[config.mk]
export PLATFORM = sky130hd
export DESIGN_NAME = l2irq_ctrl
export DESIGN_NICKNAME = d
export VERILOG_FILES = /design/src/rtl/l2irq_pkg.sv /design/src/rtl/l2irq_sync.sv /design/src/rtl/l2irq_status.sv /design/src/rtl/l2irq_mask.sv /design/src/rtl/l2irq_ctrl.sv
export SDC_FILE = /design/constraint.sdc
export NUM_CORES = 1
export LEC_CHECK = 0
export ABC_AREA = 1
export BUFFER_PORTS_ARGS = -buffer_cell sky130_fd_sc_hd__clkbuf_2
export CAP_MARGIN = 20
export CORE_MARGIN = 5
export CORE_UTILIZATION = 30
export DETAILED_ROUTE_END_ITERATION = 8
export GPL_TIMING_DRIVEN = 0
export SYNTH_ARGS = -nofsm -noshare
export SYNTH_HDL_FRONTEND = slang
export SYNTH_SLANG_ARGS = --single-unit
[constraint.sdc]
create_clock -name clk -period 4.7 [get_ports clk]
set_clock_uncertainty 0.2 [all_clocks]
set_input_delay 1.175 -clock clk [delete_from_list [all_inputs] [get_ports clk]]
set_output_delay 1.175 -clock clk [all_outputs]
set_load 0.01 [all_outputs]
[src/rtl/l2irq_pkg.sv]
// Package: register kinds and the offset decode shared by the
// controller and its checker. Assumes byte offsets, word aligned.
package l2irq_pkg;

    typedef enum logic [2:0] {
        RK_NONE,
        RK_STATUS,
        RK_CLEAR,
        RK_MSTAT,
        RK_MSET,
        RK_MCLR
    } reg_kind_e;

    // Map a byte offset to a register kind for the chosen variant.
    function automatic reg_kind_e decode_offset(input logic [31:0] off,
                                                input bit latched);
        reg_kind_e k;
        k = RK_NONE;
        if (latched) begin
            case (off)
                32'h00: k = RK_STATUS;
                32'h08: k = RK_CLEAR;
                32'h0C: k = RK_MSTAT;
                32'h10: k = RK_MSET;
                32'h14: k = RK_MCLR;
                default: k = RK_NONE;
            endcase
        end else begin
            case (off)
                32'h00: k = RK_STATUS;
                32'h04: k = RK_MSTAT;
                32'h08: k = RK_MSET;
                32'h0C: k = RK_MCLR;
                default: k = RK_NONE;
            endcase
        end
        return k;
    endfunction

endpackage

[src/rtl/l2irq_sync.sv]
// Multi-flop synchronizer for a vector of asynchronous lines.
// Assumes each line is held long enough to be sampled; no pulse
// stretching. Reset clears every stage.
module l2irq_sync #(
    parameter int WIDTH  = 32,
    parameter int STAGES = 2
) (
    input  logic             clk,
    input  logic             rst_n,
    input  logic [WIDTH-1:0] d_i,
    output logic [WIDTH-1:0] q_o
);
    logic [WIDTH-1:0] stage_q [STAGES];

    for (genvar s = 0; s < STAGES; s++) begin : g_stage
        if (s == 0) begin : g_first
            // First stage samples the raw lines.
            always_ff @(posedge clk) begin
                if (!rst_n) stage_q[s] <= '0;
                else        stage_q[s] <= d_i;
            end
        end else begin : g_next
            // Later stages resample the previous stage.
            always_ff @(posedge clk) begin
                if (!rst_n) stage_q[s] <= '0;
                else        stage_q[s] <= stage_q[s-1];
            end
        end
    end

    assign q_o = stage_q[STAGES-1];
endmodule

[src/rtl/l2irq_status.sv]
// Status store. LATCHED=1: sticky bits set by rising edges of the
// synchronized inputs and cleared by a write-one-to-clear vector,
// a new edge winning over a clear. LATCHED=0: status is the
// synchronized level and the clear vector is not used.
module l2irq_status #(
    parameter int WIDTH   = 32,
    parameter bit LATCHED = 1'b1
) (
    input  logic             clk,
    input  logic             rst_n,
    input  logic [WIDTH-1:0] lvl_i,
    input  logic [WIDTH-1:0] clr_i,
    output logic [WIDTH-1:0] stat_o
);
    if (LATCHED) begin : g_latched
        logic [WIDTH-1:0] prev_q;
        logic [WIDTH-1:0] stat_q;
        logic [WIDTH-1:0] rise;

        assign rise = lvl_i & ~prev_q;

        // Remember last synchronized level for edge detection.
        always_ff @(posedge clk) begin
            if (!rst_n) prev_q <= '0;
            else        prev_q <= lvl_i;
        end

        // Clear requested bits, then let fresh edges set them again.
        always_ff @(posedge clk) begin
            if (!rst_n) stat_q <= '0;
            else        stat_q <= (stat_q & ~clr_i) | rise;
        end

        assign stat_o = stat_q;
    end else begin : g_level
        assign stat_o = lvl_i;
    end
endmodule

[src/rtl/l2irq_mask.sv]
// Mask register with separate set and clear strobe vectors.
// Assumes set and clear are never both nonzero in one cycle (they
// come from different offsets). Resets to all ones (all disabled).
module l2irq_mask #(
    parameter int WIDTH = 32
) (
    input  logic             clk,
    input  logic             rst_n,
    input  logic [WIDTH-1:0] set_i,
    input  logic [WIDTH-1:0] clr_i,
    output logic [WIDTH-1:0] mask_o
);
    logic [WIDTH-1:0] mask_q;

    // Apply set bits, then clear bits.
    always_ff @(posedge clk) begin
        if (!rst_n) mask_q <= '1;
        else        mask_q <= (mask_q | set_i) & ~clr_i;
    end

    assign mask_o = mask_q;
endmodule

[src/rtl/l2irq_ctrl.sv]
// Second-level interrupt aggregator top. Decodes the register port,
// routes strobes to the mask and status stores, muxes read data and
// forms the parent request. Assumes one access per cycle and
// ADDR_W of at least 5 bits to reach every offset.
module l2irq_ctrl #(
    parameter int NUM_SRC = 32,
    parameter int ADDR_W  = 5,
    parameter bit LATCHED = 1'b1,
    parameter int SYNC_STAGES = 2
) (
    input  logic               clk,
    input  logic               rst_n,
    input  logic [NUM_SRC-1:0] irq_in,
    input  logic               bus_sel,
    input  logic               bus_wr,
    input  logic [ADDR_W-1:0]  bus_addr,
    input  logic [NUM_SRC-1:0] bus_wdata,
    output logic [NUM_SRC-1:0] bus_rdata,
    output logic               irq_out
);
    import l2irq_pkg::*;

    localparam logic [NUM_SRC-1:0] NONE_V = '0;

    reg_kind_e        kind;
    logic             wr_hit;
    logic [NUM_SRC-1:0] lvl_sync;
    logic [NUM_SRC-1:0] stat_q;
    logic [NUM_SRC-1:0] mask_q;
    logic [NUM_SRC-1:0] set_v;
    logic [NUM_SRC-1:0] mclr_v;
    logic [NUM_SRC-1:0] sclr_v;

    assign kind   = decode_offset(32'(bus_addr), LATCHED);
    assign wr_hit = bus_sel && bus_wr;

    // Turn a write into per-register strobe vectors.
    always_comb begin
        set_v  = NONE_V;
        mclr_v = NONE_V;
        sclr_v = NONE_V;
        if (wr_hit) begin
            case (kind)
                RK_MSET:  set_v  = bus_wdata;
                RK_MCLR:  mclr_v = bus_wdata;
                RK_CLEAR: sclr_v = bus_wdata;
                default:  ;
            endcase
        end
    end

    l2irq_sync #(.WIDTH(NUM_SRC), .STAGES(SYNC_STAGES)) u_sync (
        .clk   (clk),
        .rst_n (rst_n),
        .d_i   (irq_in),
        .q_o   (lvl_sync)
    );

    l2irq_status #(.WIDTH(NUM_SRC), .LATCHED(LATCHED)) u_status (
        .clk    (clk),
        .rst_n  (rst_n),
        .lvl_i  (lvl_sync),
        .clr_i  (sclr_v),
        .stat_o (stat_q)
    );

    l2irq_mask #(.WIDTH(NUM_SRC)) u_mask (
        .clk    (clk),
        .rst_n  (rst_n),
        .set_i  (set_v),
        .clr_i  (mclr_v),
        .mask_o (mask_q)
    );

    // Read mux: status or mask, zero for anything else.
    always_comb begin
        bus_rdata = NONE_V;
        if (bus_sel && !bus_wr) begin
            case (kind)
                RK_STATUS: bus_rdata = stat_q;
                RK_MSTAT:  bus_rdata = mask_q;
                default:   bus_rdata = NONE_V;
            endcase
        end
    end

    // Parent request from any pending, enabled source.
    assign irq_out = |(stat_q & ~mask_q);
endmodule

==> results of run 1 <==
-- layout make-up --
type	instances	share of cell area [%]
Sequential cell	160	41.9
Multi-Input combinational cell	522	29.6
Clock inverter	15	1.93
Buffer	48	3.24
Timing Repair Buffer	104	6.81
Clock buffer	17	5.57
Inverter	133	6.53
Tap cell	270	4.42
-- power groups by stage --
stage / combinational (mW) / clock, mW / sequential (mW)
floorplan: 0.0984 / 0 / 1.45
global placement: 0.175 / 0 / 1.46
detailed placement: 0.176 / 0 / 1.46
CTS: 0.178 / 1.37 / 1.43
global route: 0.197 / 1.44 / 1.43
finish: 0.177 / 1.34 / 1.43
-- synth_stat cells --
cell type / instances
nand4_1: 32
nor2_1: 45
inv_1: 131
nand3_1: 34
a21oi_1: 32
buf_1: 1
clkbuf_1: 23
buf_6: 6
nor3_4: 1
o21ai_0: 32
nand2_1: 312
inv_2: 2
nor2_2: 2
o22ai_1: 32
buf_2: 18
dfxtp_1: 160
-- cell families after synthesis --
group                  Yosys count
AOI/OAI and AO/OA               96
buffers and inverters          181
DFF                            160
and+or+nand+nor                426
-- registers in the layout, indices dropped and copies added, names as in the netlist --
| register | count |
|---|---|
| u_sync.stage_q | 64 |
| u_mask.mask_o | 32 |
| u_status.g_latched.prev_q | 32 |
| u_status.stat_o | 32 |
-- routing by layer --
metal / vias to the layer above / global-route usage (%)
met3: 24 / 4.92
met2: 161 / 22.5
met5: - / 0
met1: 2491 / 19.1
li1: 2918 / -
met4: 0 / 5.55
-- critical path: cells and delay by family --
kind	cells	cell delay, ns
and+or+nand+nor	2	0.62
buffers and inverters	3	0.56
AOI/OAI and AO/OA	1	0.28
-- stage by stage --
| stage | utilization [%] | area [µm²] | instances |
|---|---|---|---|
| detailed placement | 34.8 | 7070 | 1237 |
| global route | 37.6 | 7640 | 1269 |
| floorplan | - | 6210 | 863 |
| finish | 37.6 | 7640 | 1269 |
| CTS | 37.6 | 7640 | 1269 |
| global placement | 34.8 | 7070 | 1237 |
-- cells in the final DEF (no fill, tap or decap), drive strengths merged --
cell      netlist  layout
a21oi          32      32
nand2         312     312
o21ai          32      32
clkbuf         23     144
clkinv          0       4
nand4          32      32
clkinvlp        0       3
dfxtp         160     160
o22ai          32      32
nor2           47      47
bufinv          0       1
nor3            1       1
buf            25      25
nand3          34      34
inv           133     140
-- worst max path at each step --
stage	slack, ns	startpoint	to
6_report	0.68	bus_addr[1]	bus_rdata[20]
3_5_place_dp	0.70	bus_addr[1]	bus_rdata[21]
3_3_place_gp	0.70	bus_addr[1]	bus_rdata[21]
2_1_floorplan	1.28	bus_addr[1]	bus_rdata[0]
4_1_cts	0.69	bus_addr[1]	bus_rdata[21]
5_1_grt	0.57	bus_addr[1]	bus_rdata[20]
==> impl.org, run 1 <==
** Floorplan
- Die footprint :: 0.0237 mm²
- The core region is 0.0203 mm².
- Chip width :: 154 µm
- Number of top-level design ports :: 106
- In this run the core area contains 52 standard-cell rows.
- Initial core utilization :: just over 30%
- From bottom edge to top edge, the die measures approximately 150 µm.

** Placed design
- The count of buffers added on input and output ports is 104.
- At the end of routability-driven placement, the weighted congestion stood at approximately 0.84.
- The wire-length estimate of the detail-placed layout is 12.4 mm.
- At the placement stage, the worst setup path has a slack of around 0.7 ns.

** Clock tree
- After clock tree synthesis, the clock-pin slew on the worst setup and hold paths is 0.07 ns.
- Buffers inserted to repair hold after CTS numbered 0.
- Clock root buffer :: clkbuf_16
- Post-CTS Setup Inserts :: 0
- Clock tree synthesis found a total of 160 sinks.
- Clock latency reported for the late side of the worst-skew pair :: 0.42 ns
- TritonCTS built the clock tree.
- The H-tree generated during clock tree synthesis spans 4 levels.
- Clock buffer count from CTS :: 17
- In this run, post-CTS repair resized a total of 0 instances.
- The clock passes through at most 2 buffers.

** Worst setup path
- Register-to-Register Setup Slack :: 3.77 ns
- Ordered list of cells on the worst path :: clkbuf_2 > nor3_4 > buf_6 > nand3_1 > a21oi_1 > clkbuf_2
- Crit path launch type :: input port
- Critical path class :: input port to output pin
- STA classifies the critical path endpoint as an output pin.
- The largest single stage delay on the critical path is 0.55 ns.
- RR Endpoint :: u_mask.mask_o[13]
- Among all stages on the critical path, the largest delay is contributed by nor3_4.
- In this design, the critical path's most frequently occurring cell is clkbuf_2.
- Endpoint arrival time on the critical path :: 2.64 ns
- The startpoint identified for the worst register-to-register timing path is u_mask.mask_o[13].
- Data required time at the worst endpoint :: 3.32 ns
- Measured in cells, the most critical reg-to-reg path has a length of 4.
- Largest driver fanout on the critical path :: 10

** Yosys
- Top cell type by total area after synthesis :: dfxtp_1
- Synth unique cells :: 16
- Summing the areas of all compound-gate instances in the mapped netlist gives 8.38% of the synthesized area.
- Simple-gate share of the synthesized area :: 28.0%
- Largest cells by area after synthesis :: dfxtp_1 (52%), nand2_1 (19%), inv_1 (7.9%), nand4_1 (3.2%), o22ai_1 (3.2%)
- In the synthesized netlist, mux cells make up 0% of the area.
- Yosys printed 0 warnings.
- After synthesis, the largest area contributor takes up 51.6% of total cell area.
- For this run, the register share of the synthesized area comes to 51.6%.
- By area, the combinational part of the netlist is dominated by simple AND/OR/NAND/NOR gates.
- Counting every instance in the synthesized netlist gives between 800 and 900.
- Of the total synthesized cell area, the portion taken by full adders, half adders and majority gates is 0%.
- Xor and xnor area share after synthesis :: 0%
- Counting flops and latches in the post-synthesis netlist gives between 150 and 200.
- Counting every net in the synthesized netlist gives 936.
- Avg Inst Size Synth :: 7.20 µm²
- Syn Std Cell Area :: 0.00621 mm²

** Routing
- In this run the top signal layer used is met4.
- The final route contains 5594 vias.
- Met3 wirelength from detailed routing :: 1.30 mm
- For this block, wires on met1 add up to 7.90 mm.
- In the routed layout, each cell is associated on average with a via count of 4.41.
- Wires add up to 17.3 mm.
- Antenna Violating Nets Remaining :: 0
- Drt first-iter violations :: 342
- In the routed design, unresolved DRC markers number 0.
- Count of TritonRoute iterations in the first routing pass :: 7
- After detailed routing, the met2 layer carries between 7 and 8 mm of wire.
- After detailed routing, the average wire length per cell comes to 13.7 µm.

** Pwr
- In this run the static leakage power is 4.19 nW.
- Largest vdd supply drop :: around 250 µV
- Combinational share of power :: 6.0%
- The internal power of the cells totals 2.21 mW.
- Switching power :: 738 µW
- Share of total power consumed by net switching :: 25.1%
- Clk network pwr share :: between 40% and 50%
- Part of the total power dissipated in sequential elements :: 48.4%
- Total power draw :: 2.95 mW
- Power density normalized to cell area :: ~390 mW/mm²

** STA
- Final hold vios :: 0
- The final-report max-slew violation count came to 0.
- Tightest hold margin :: 0.208 ns
- After layout, the worst path uses between 80% and 90% of the clock period.
- Setup repair after global routing left no endpoint under its margin.
- For this run, the top clock speed supported by timing is 249 MHz.
- Measured slew at the worst slew-check pin :: 0.670 ns
- For the final routed database, the setup TNS stands at 0 ns.
- Counting I/O delays and the setup requirement, the final critical path takes 4.02 ns.
- Post-layout worst setup margin :: 0.680 ns
- Measured against its own limit, the worst slew margin works out to 55.3%.
- Count of final setup violators :: 0

** GRT
- Antenna violations before repair :: 0
- Via count of the first global-routing pass :: between 5k and 6k
- Total global routing overflow :: 0
- In the global route stage, overall resource usage came out at between 10 and 15%.
- First-pass GRT wire length :: between 20 and 30 mm
- Maximum number of pins on one net before global-route repair :: 17

** Min path
- Min-delay worst type :: flop to flop
- Destination of the worst hold path :: u_sync.stage_q[1][2]
- Hold_sp :: u_sync.stage_q[0][2]
- Worst hold path cell count :: 2

** Cells and area
- Layout cells sized above 1 :: 16.5%
- Total Nets Final :: 1059
- In the final layout, the multi-input gates occupy 0.00226 mm².
- The filler cells instantiated in the layout total 2174.
- Ant. Diodes :: 0
- Area used by sequential logic in the layout :: 0.00320 mm²
- Compared with the post-synthesis result, the final layout area differs by 23.1%.

** Status
- The run finished with clean final reports.

** Job
- Max-cap violations in this run came to 0.
Note: power is estimated with default switching activity, not from simulation.
==> inputs of run 2 (changes only) <==
--- a/config.mk
+++ b/config.mk
@@ -5,13 +5,12 @@
 export SDC_FILE = /design/constraint.sdc
 export NUM_CORES = 1
 export LEC_CHECK = 0
-export ABC_AREA = 1
+export ABC_AREA = 0
 export BUFFER_PORTS_ARGS = -buffer_cell sky130_fd_sc_hd__clkbuf_2
 export CAP_MARGIN = 20
 export CORE_MARGIN = 5
 export CORE_UTILIZATION = 30
 export DETAILED_ROUTE_END_ITERATION = 8
-export GPL_TIMING_DRIVEN = 0
 export SYNTH_ARGS = -nofsm -noshare
 export SYNTH_HDL_FRONTEND = slang
 export SYNTH_SLANG_ARGS = --single-unit
==> impl.org, run 2 <==
** Worst setup path
- Traced cell by cell, the critical path runs through clkbuf_2 > or3_4 > nor3_4 > buf_4 > a22oi_1 > nor2_1 > clkbuf_2.
- Crit path launch type :: input port
- Among the stages of the critical path, the cell type that occurs most often is clkbuf_2.
- The worst setup path is captured at an output pin.
- Largest driver fanout on the critical path :: 32 (+22)
- Data required time at the worst endpoint :: 3.32 ns (about the same)
- The critical path's largest stage delay is 0.42 ns (-0.13 ns).
- Critical path class :: input port to output pin
- Endpoint arrival time on the critical path :: 2.71 ns (+0.07 ns)
- The total buffers and inverters traversed by the critical path is 3 (unchanged).
- Slowest CP cell :: or3_4
- On the critical path the largest part of the delay comes from simple AND/OR/NAND/NOR gates.

** Pwr
- The ratio of total power to cell area was 431 mW/mm² (+12%).
- Largest vdd supply drop :: 241 µV (-2.6%)
- The reported leakage power came to 2.92 nW (-30%).

** Cells and area
- Signed area change from the synthesized netlist to the final layout :: 23.5%
- Register containing the most flip-flops in the final layout :: u_sync.stage_q
- Top library cells by usage in the layout, fill and taps aside :: dfxtp_1 (160), clkbuf_2 (104), and2_1 (67), nand2_1 (62), inv_1 (61)
- The post-layout net count is 783 (-26%).
- Max reg flops :: 64 (unchanged)
- Number of standard cells in the layout, taps in and fillers out :: 983 (-23%)
- The utilization after layout is 37.9% (+0.29 points).
- Finished Cell Area :: 0.00714 mm² (-6.5%)
- The antenna diode count came to 0 (unchanged).
- The library cell used most frequently in the layout, excluding fill and tap cells, is dfxtp_1.
- Layout cells sized above 1 :: 20.7% (+4.2 points)

** Routing
- The number of design-rule violations left by the first detailed-router iteration was 317 (-7.3%).
- The number of remaining DRC errors was 0 (unchanged).
- Number of vias per cell :: 4.75 (+7.9%)
- The first-pass iteration count of the detailed router was 4 (-3).
- The detail-routed net length per standard cell is 15.4 µm (+13%).
- Via count :: 4674 (-16%)
- Antenna Violating Nets Remaining :: 0 (unchanged)
- The total detailed-routing wirelength was 15.1 mm (-13%).

** Yosys
- Avg Inst Size Synth :: 9.27 µm² (+29%)
- dfxtp_1 is the most common cell in the netlist.
- Synth unique cells :: 27 (+11)
- Post-Syn Nets :: 697 (-26%)
- FFs w/ async S/R, synth :: 0% (unchanged)
- The most used flip-flop cell after synthesis is dfxtp_1.
- The register area share after synthesis is 55.4% (+3.8 points).
- Count of mapped cells out of synthesis :: 624 (-28%)
- Number of synthesized flops with an enable pin :: 0 (unchanged)
- Largest cells by area after synthesis :: dfxtp_1 (55%), and2_1 (7.4%), a311oi_1 (4.8%), a22oi_1 (4.2%), nand2_1 (4.0%)
- Fraction of post-synthesis cell area in the top cell type by area :: 55.4% (+3.8 points)
- Flip-flop and latch count after synthesis :: 160 (unchanged)
- Syn Std Cell Area :: 0.00578 mm² (-6.9%)
- Synthesis warning total :: 0 (unchanged)
- Top cell type by total area after synthesis :: dfxtp_1
- Commonest cells in the netlist :: dfxtp_1 (160), and2_1 (68), nand2_1 (62)

** Floorplan
- Die footprint :: 0.0222 mm² (-6.4%)
- Area of the placeable core :: 0.0188 mm² (-7.2%)
- Rows :: 50 (-3.8%)
- Vert. Die Dim :: 149 µm (-3.3%)
- Number of top-level design ports :: 106 (unchanged)
- The effective utilization at floorplan was 30.7% (+0.13 points).
- The die boundary width was 149 µm (-3.3%).

** Job
- The max capacitance violation total is 0 (unchanged).

** STA
- The count of final hold-check violations is 0 (unchanged).
- Count of final setup violators :: 0 (unchanged)
- Tightest hold margin :: 0.201 ns (-0.00727 ns)
- Final Cycle Share :: 87.0% (+1.4 points)
- Worst slew slack as a fraction of its limit :: 50.1% (-5.3 points)
- Setup tns final :: 0 ns (unchanged)
- The shortest clock period the worst path allows after layout came to 4.09 ns (+0.0673 ns).
- RSZ-0062 raised after global routing :: no
- Measured slew at the worst slew-check pin :: 0.748 ns (+0.0780 ns)
- The maximum frequency from static timing analysis came to 245 MHz (-1.6%).
- The final-report max-slew violation count is 0 (unchanged).

** GRT
- The number of global-route vias before repair was 4368 (-17%).
- Antenna violations before repair :: 0 (unchanged)
- Aggregate global-route resource usage :: 13.8% (-0.84 points)
- The largest net degree at the start of global routing was 68 (+51).
- First-pass GRT wire length :: 23.9 mm (-12%)
- Total global routing overflow :: 0 (unchanged)

** Placed design
- The final HPWL from detailed placement was 10.1 mm (-19%).
- Standard cell area after detailed placement :: 0.00650 mm² (-8.0%)
- Number of input and output port buffers inserted :: 105 (+0.96%)
- The total placed cells including tap cells was 951 (-23%).
- The last weighted congestion value of the routability-driven placer came to 0.744 (-12%).

** Clock tree
- Count of H-tree levels built during CTS :: 4 (unchanged)
- The clock sink total was 160 (unchanged).
- Clock root buffer :: clkbuf_16
- Post-CTS clock slew at the launch and capture registers of the worst setup and hold paths :: 0.06 ns (about the same)
- The clock buffer count from CTS was 17 (unchanged).
- The clock latency on the worst-skew pair is 0.41 ns (about the same).
- TritonCTS built the clock tree.
- Gates resized, CTS repair :: 0 (unchanged)
- Post-CTS Setup Inserts :: 0 (unchanged)
- The number of hold buffers added after CTS is 0 (unchanged).
- The buffer levels on the longest clock path came to 2 (unchanged).

** Status
- The flow ran to the end, and the final reports show no timing, DRC or antenna violations.

** Min path
- The tightest min-delay check is of the flop to flop type.
==> run 2: cell types whose count changed after synthesis, sizes merged, moves of 14 or more <==
cell	previous run	this run
nand2	312	62
inv	133	62
and2	0	68
nand3	34	0
a22oi	0	32
a311oi	0	32
a31oi	0	32
nand4	32	1
a21oi	32	3
o211ai	0	29
o22ai	32	16
nor2	47	33
==> run 2: logic make-up after synthesis <==
group                  synth area share [%]
and+or+nand+nor                        15.8
AOI/OAI and AO/OA                      21.0
DFF                                    55.4
buffers and inverters                  7.85
==> run 2: worst reg2reg max path: stages (launching register included) <==
cell	delay, ns
dfxtp_1	0.38
a311oi_1	0.27
a31oi_1	0.06
==> run 2: metrics by stage <==
step	setup slack [ns]	total power, mW
after floorplan	1.10	1.54
after global placement	0.673	1.61
after detailed placement	0.651	1.61
after CTS	0.641	3.12
after global routing	0.534	3.20
final	0.613	3.08
==> run 2: area by class of cell <==
type	instances	area (µm²)
Clock buffer	19	433
Clock inverter	13	210
Fill cell	1952	11700
Inverter	62	233
Multi-Input combinational cell	355	2140
Sequential cell	160	3200
Tap cell	260	325
Timing Repair Buffer	114	596
==> run 2: final timing paths <==
kind / slack (ns) / end / from / cells past startpoint
worst max-delay path: 0.61 / bus_rdata[7] / bus_addr[2] / 7
worst min-delay path: 0.20 / u_status.stat_o[24] / u_status.g_latched.prev_q[24] / 1
worst max register to register: 3.65 / u_mask.mask_o[2] / u_mask.mask_o[2] / 2
worst min register to register: 0.20 / u_status.stat_o[24] / u_status.g_latched.prev_q[24] / 1
==> run 2: per-layer routing <==
layer | part of all wire [%] | global-route usage (%)
met1 | 47 | 18.6
met2 | 45 | 20.9
met5 | 0 | 0
met4 | 0.99 | 3.75
met3 | 7.6 | 4.89
==> run 2: power by group <==
part           internal, mW  total, mW  switching (mW)
Sequential             1.41       1.43          0.0224
Combinational        0.0611      0.152          0.0906
Clock                 0.946       1.50           0.550
==> inputs of run 3 (changes only) <==
--- a/config.mk
+++ b/config.mk
@@ -5,7 +5,7 @@
 export SDC_FILE = /design/constraint.sdc
 export NUM_CORES = 1
 export LEC_CHECK = 0
-export ABC_AREA = 0
+export ABC_AREA = 1
 export BUFFER_PORTS_ARGS = -buffer_cell sky130_fd_sc_hd__clkbuf_2
 export CAP_MARGIN = 20
 export CORE_MARGIN = 5
==> impl.org, run 3 (synthesis gave the netlist of run 1 again) <==
** Pwr
- The total power was 2.88 mW (-6.4%).
- The worst supply voltage drop on vdd came to 234 µV (-3.0%).
- The reported leakage power is 4.11 nW (+41%).
- Power density normalized to cell area :: 383 mW/mm² (-11%)

** GRT
- Maximum number of pins on one net before global-route repair :: 81 (+19%)
- Via count of the first global-routing pass :: 5118 (+17%)
- The initial antenna violation count is 0 (unchanged).
- Aggregate global-route resource usage :: 13.4% (-0.36 points)
- The total grt overflow came to 0 (unchanged).
- The first-pass GRT wire length is 25.7 mm (+7.5%).

** STA
- Post-layout worst setup margin :: 0.883 ns (+0.270 ns)
- Highest clock rate :: 262 MHz (+7.1%)
- The measured slew at the worst slew-check pin is 0.761 ns (+0.0135 ns).
- Worst slew slack as a fraction of its limit :: 49.1% (-0.95 points)
- The summed negative setup slack over all endpoints came to 0 ns (unchanged).
- Final Max Slew Viols :: 0 (unchanged)
- The count of final hold-check violations was 0 (unchanged).
- Fin crit period :: 3.82 ns (-0.270 ns)
- The total of endpoints with negative setup slack in the final report was 0 (unchanged).
- Setup repair after global routing left no endpoint under its margin.
- Final Cycle Share :: 81.2% (-5.7 points)

** Clock tree
- Clock root buffer :: clkbuf_16
- Clock tree from TritonCTS :: built
- Number of sinks on the clock net :: 160 (unchanged)
- Clock latency reported for the late side of the worst-skew pair :: 0.42 ns (about the same)
- The H-tree depth came to 4 (unchanged).
- Gates resized, CTS repair :: 0 (unchanged)
- Post-CTS Setup Inserts :: 0 (unchanged)
- The number of hold buffers added after CTS is 0 (unchanged).
- The clock-pin slew of the registers on the worst-case setup and hold paths is 0.07 ns (about the same).
- The buffer levels on the longest clock path was 2 (unchanged).
- The clock buffer count from CTS came to 17 (unchanged).

** Cells and area
- Most common cell after layout, fill and taps aside :: nand2_1
- The final cell count without fillers came to 1235 (+26%).
- Max reg flops :: 64 (unchanged)
- In the layout the commonest cells are nand2_1 (312), dfxtp_1 (160), inv_1 (131), clkbuf_2 (104), nor2_1 (44).
- The antenna diode count was 0 (unchanged).
- Signed area change from the synthesized netlist to the final layout :: 21.1%
- The post-layout net count is 1025 (+31%).
- The share of post-route cells with drive strength above 1 is 16.2% (-4.6 points).
- More flip-flops sit in one register than any other, and that register is u_sync.stage_q.
- The utilization after layout was 37.0% (-0.89 points).

** Placed design
- The last weighted congestion value of the routability-driven placer came to 0.802 (+7.8%).
- Number of input and output port buffers inserted :: 105 (unchanged)
- The setup slack after placement came to 0.888 ns (+0.237 ns).
- The final HPWL from detailed placement was 10.5 mm (+4.0%).
- Placed instance count :: 1202 (+26%)

** Worst setup path
- The number of cell instances on the worst register-to-register path is 4 (+2).
- Among the stages of the critical path, the cell type that occurs most often is clkbuf_2.
- Crit path launch type :: input port
- Endpoint arrival time on the critical path :: 2.44 ns (-0.27 ns)
- The critical path is of the input port to output pin type.
- The total buffers and inverters traversed by the critical path came to 4 (+1).
- STA classifies the critical path endpoint as an output pin.
- Largest delay share family, worst path :: buffers and inverters
- The data required time of the critical path came to 3.32 ns (about the same).
- The setup slack of the worst register-to-register path was 3.77 ns (+0.12 ns).
- Slowest CP cell :: nand2_1
- The critical path's largest stage delay is 0.42 ns (about the same).
- Largest driver fanout on the critical path :: 19 (-41%)
- The startpoint identified for the worst register-to-register timing path is u_mask.mask_o[31].
- The critical path starts at bus_wr.
- RR Endpoint :: u_mask.mask_o[31]
- Walking the worst path, the cells encountered are clkbuf_2 > inv_1 > nand2_1 > buf_4 > a21oi_1 > clkbuf_2.

** Routing
- DR WL/cell :: 12.8 µm (-17%)
- Antenna Violating Nets Remaining :: 0 (unchanged)
- The total detailed-routing wirelength is 15.8 mm (+4.4%).
- The post-detailed-route via-to-cell ratio was 4.46 (-6.2%).
- Count of TritonRoute iterations in the first routing pass :: 5 (+1)
- The number of design-rule violations left by the first detailed-router iteration is 278 (-12%).
- Via count :: 5507 (+18%)
- Residual DRC count :: 0 (unchanged)

** Floorplan
- Area of the placeable core :: 0.0203 mm² (+7.8%)
- Rows :: 52 (+4.0%)
- Initial core utilization :: 30.6% (-0.13 points)
- The die area came to 0.0237 mm² (+6.9%).
- Number of top-level design ports :: 106 (unchanged)
- The die boundary width is 154 µm (+3.4%).
- The y dimension of the die was 154 µm (+3.4%).

** Status
- Outcome :: complete, no violations

** Min path
- In this run the worst hold path is classified as flop to flop.
- Destination of the worst hold path :: u_sync.stage_q[1][3]
- The cell depth of the worst min-delay path was 2 (+1).
- Hold_sp :: u_sync.stage_q[0][3]

** Job
- Max-cap viol count :: 0 (unchanged)
[run 3: worst reg2reg max path, delay by kind of cell, from the launching register on]
family | cells | cell delay [ns]
DFF | 1 | 0.32
and+or+nand+nor | 2 | 0.14
AOI/OAI and AO/OA | 1 | 0.08
buffers and inverters | 1 | 0.07
[run 3: area by class of cell]
cell class | instances | area, µm²
Timing Repair Buffer | 118 | 663
Inverter | 133 | 499
Sequential cell | 160 | 3200
Clock buffer | 18 | 439
Multi-Input combinational cell | 522 | 2270
Fill cell | 2191 | 12800
Clock inverter | 14 | 110
Tap cell | 270 | 338
[run 3: worst max path at each step]
stage | to | cells after the start | slack [ns]
after floorplan | bus_rdata[0] | 4 | 1.28
after global placement | bus_rdata[18] | 7 | 0.92
after global routing | bus_rdata[8] | 6 | 0.73
after detailed placement | bus_rdata[8] | 6 | 0.89
after CTS | bus_rdata[8] | 6 | 0.89
final | bus_rdata[8] | 6 | 0.88
[run 3: metrics by stage]
step,hold WS (ns),instance area (µm²)
2_1_floorplan,0.190,6210
3_3_place_gp,0.192,6950
3_5_place_dp,0.195,6950
4_1_cts,0.209,7500
5_1_grt,0.222,7520
6_report,0.208,7520
[run 3: per-layer routing]
layer  GRT usage, %  wire length (µm)  vias to the layer above
met5              0                 0                        -
met4           5.05               301                        0
met3           4.38              1100                       21
met2           20.7              7100                      129
met1           17.6              7270                     2503
li1               -                 -                     2854
[run 3: where the power goes]
part	internal [mW]	leakage [nW]	switching [mW]
combinational	0.0576	2.54	0.107
clock	0.697	0.260	0.589
sequential	1.41	1.31	0.0219
total	2.16	4.11	0.718
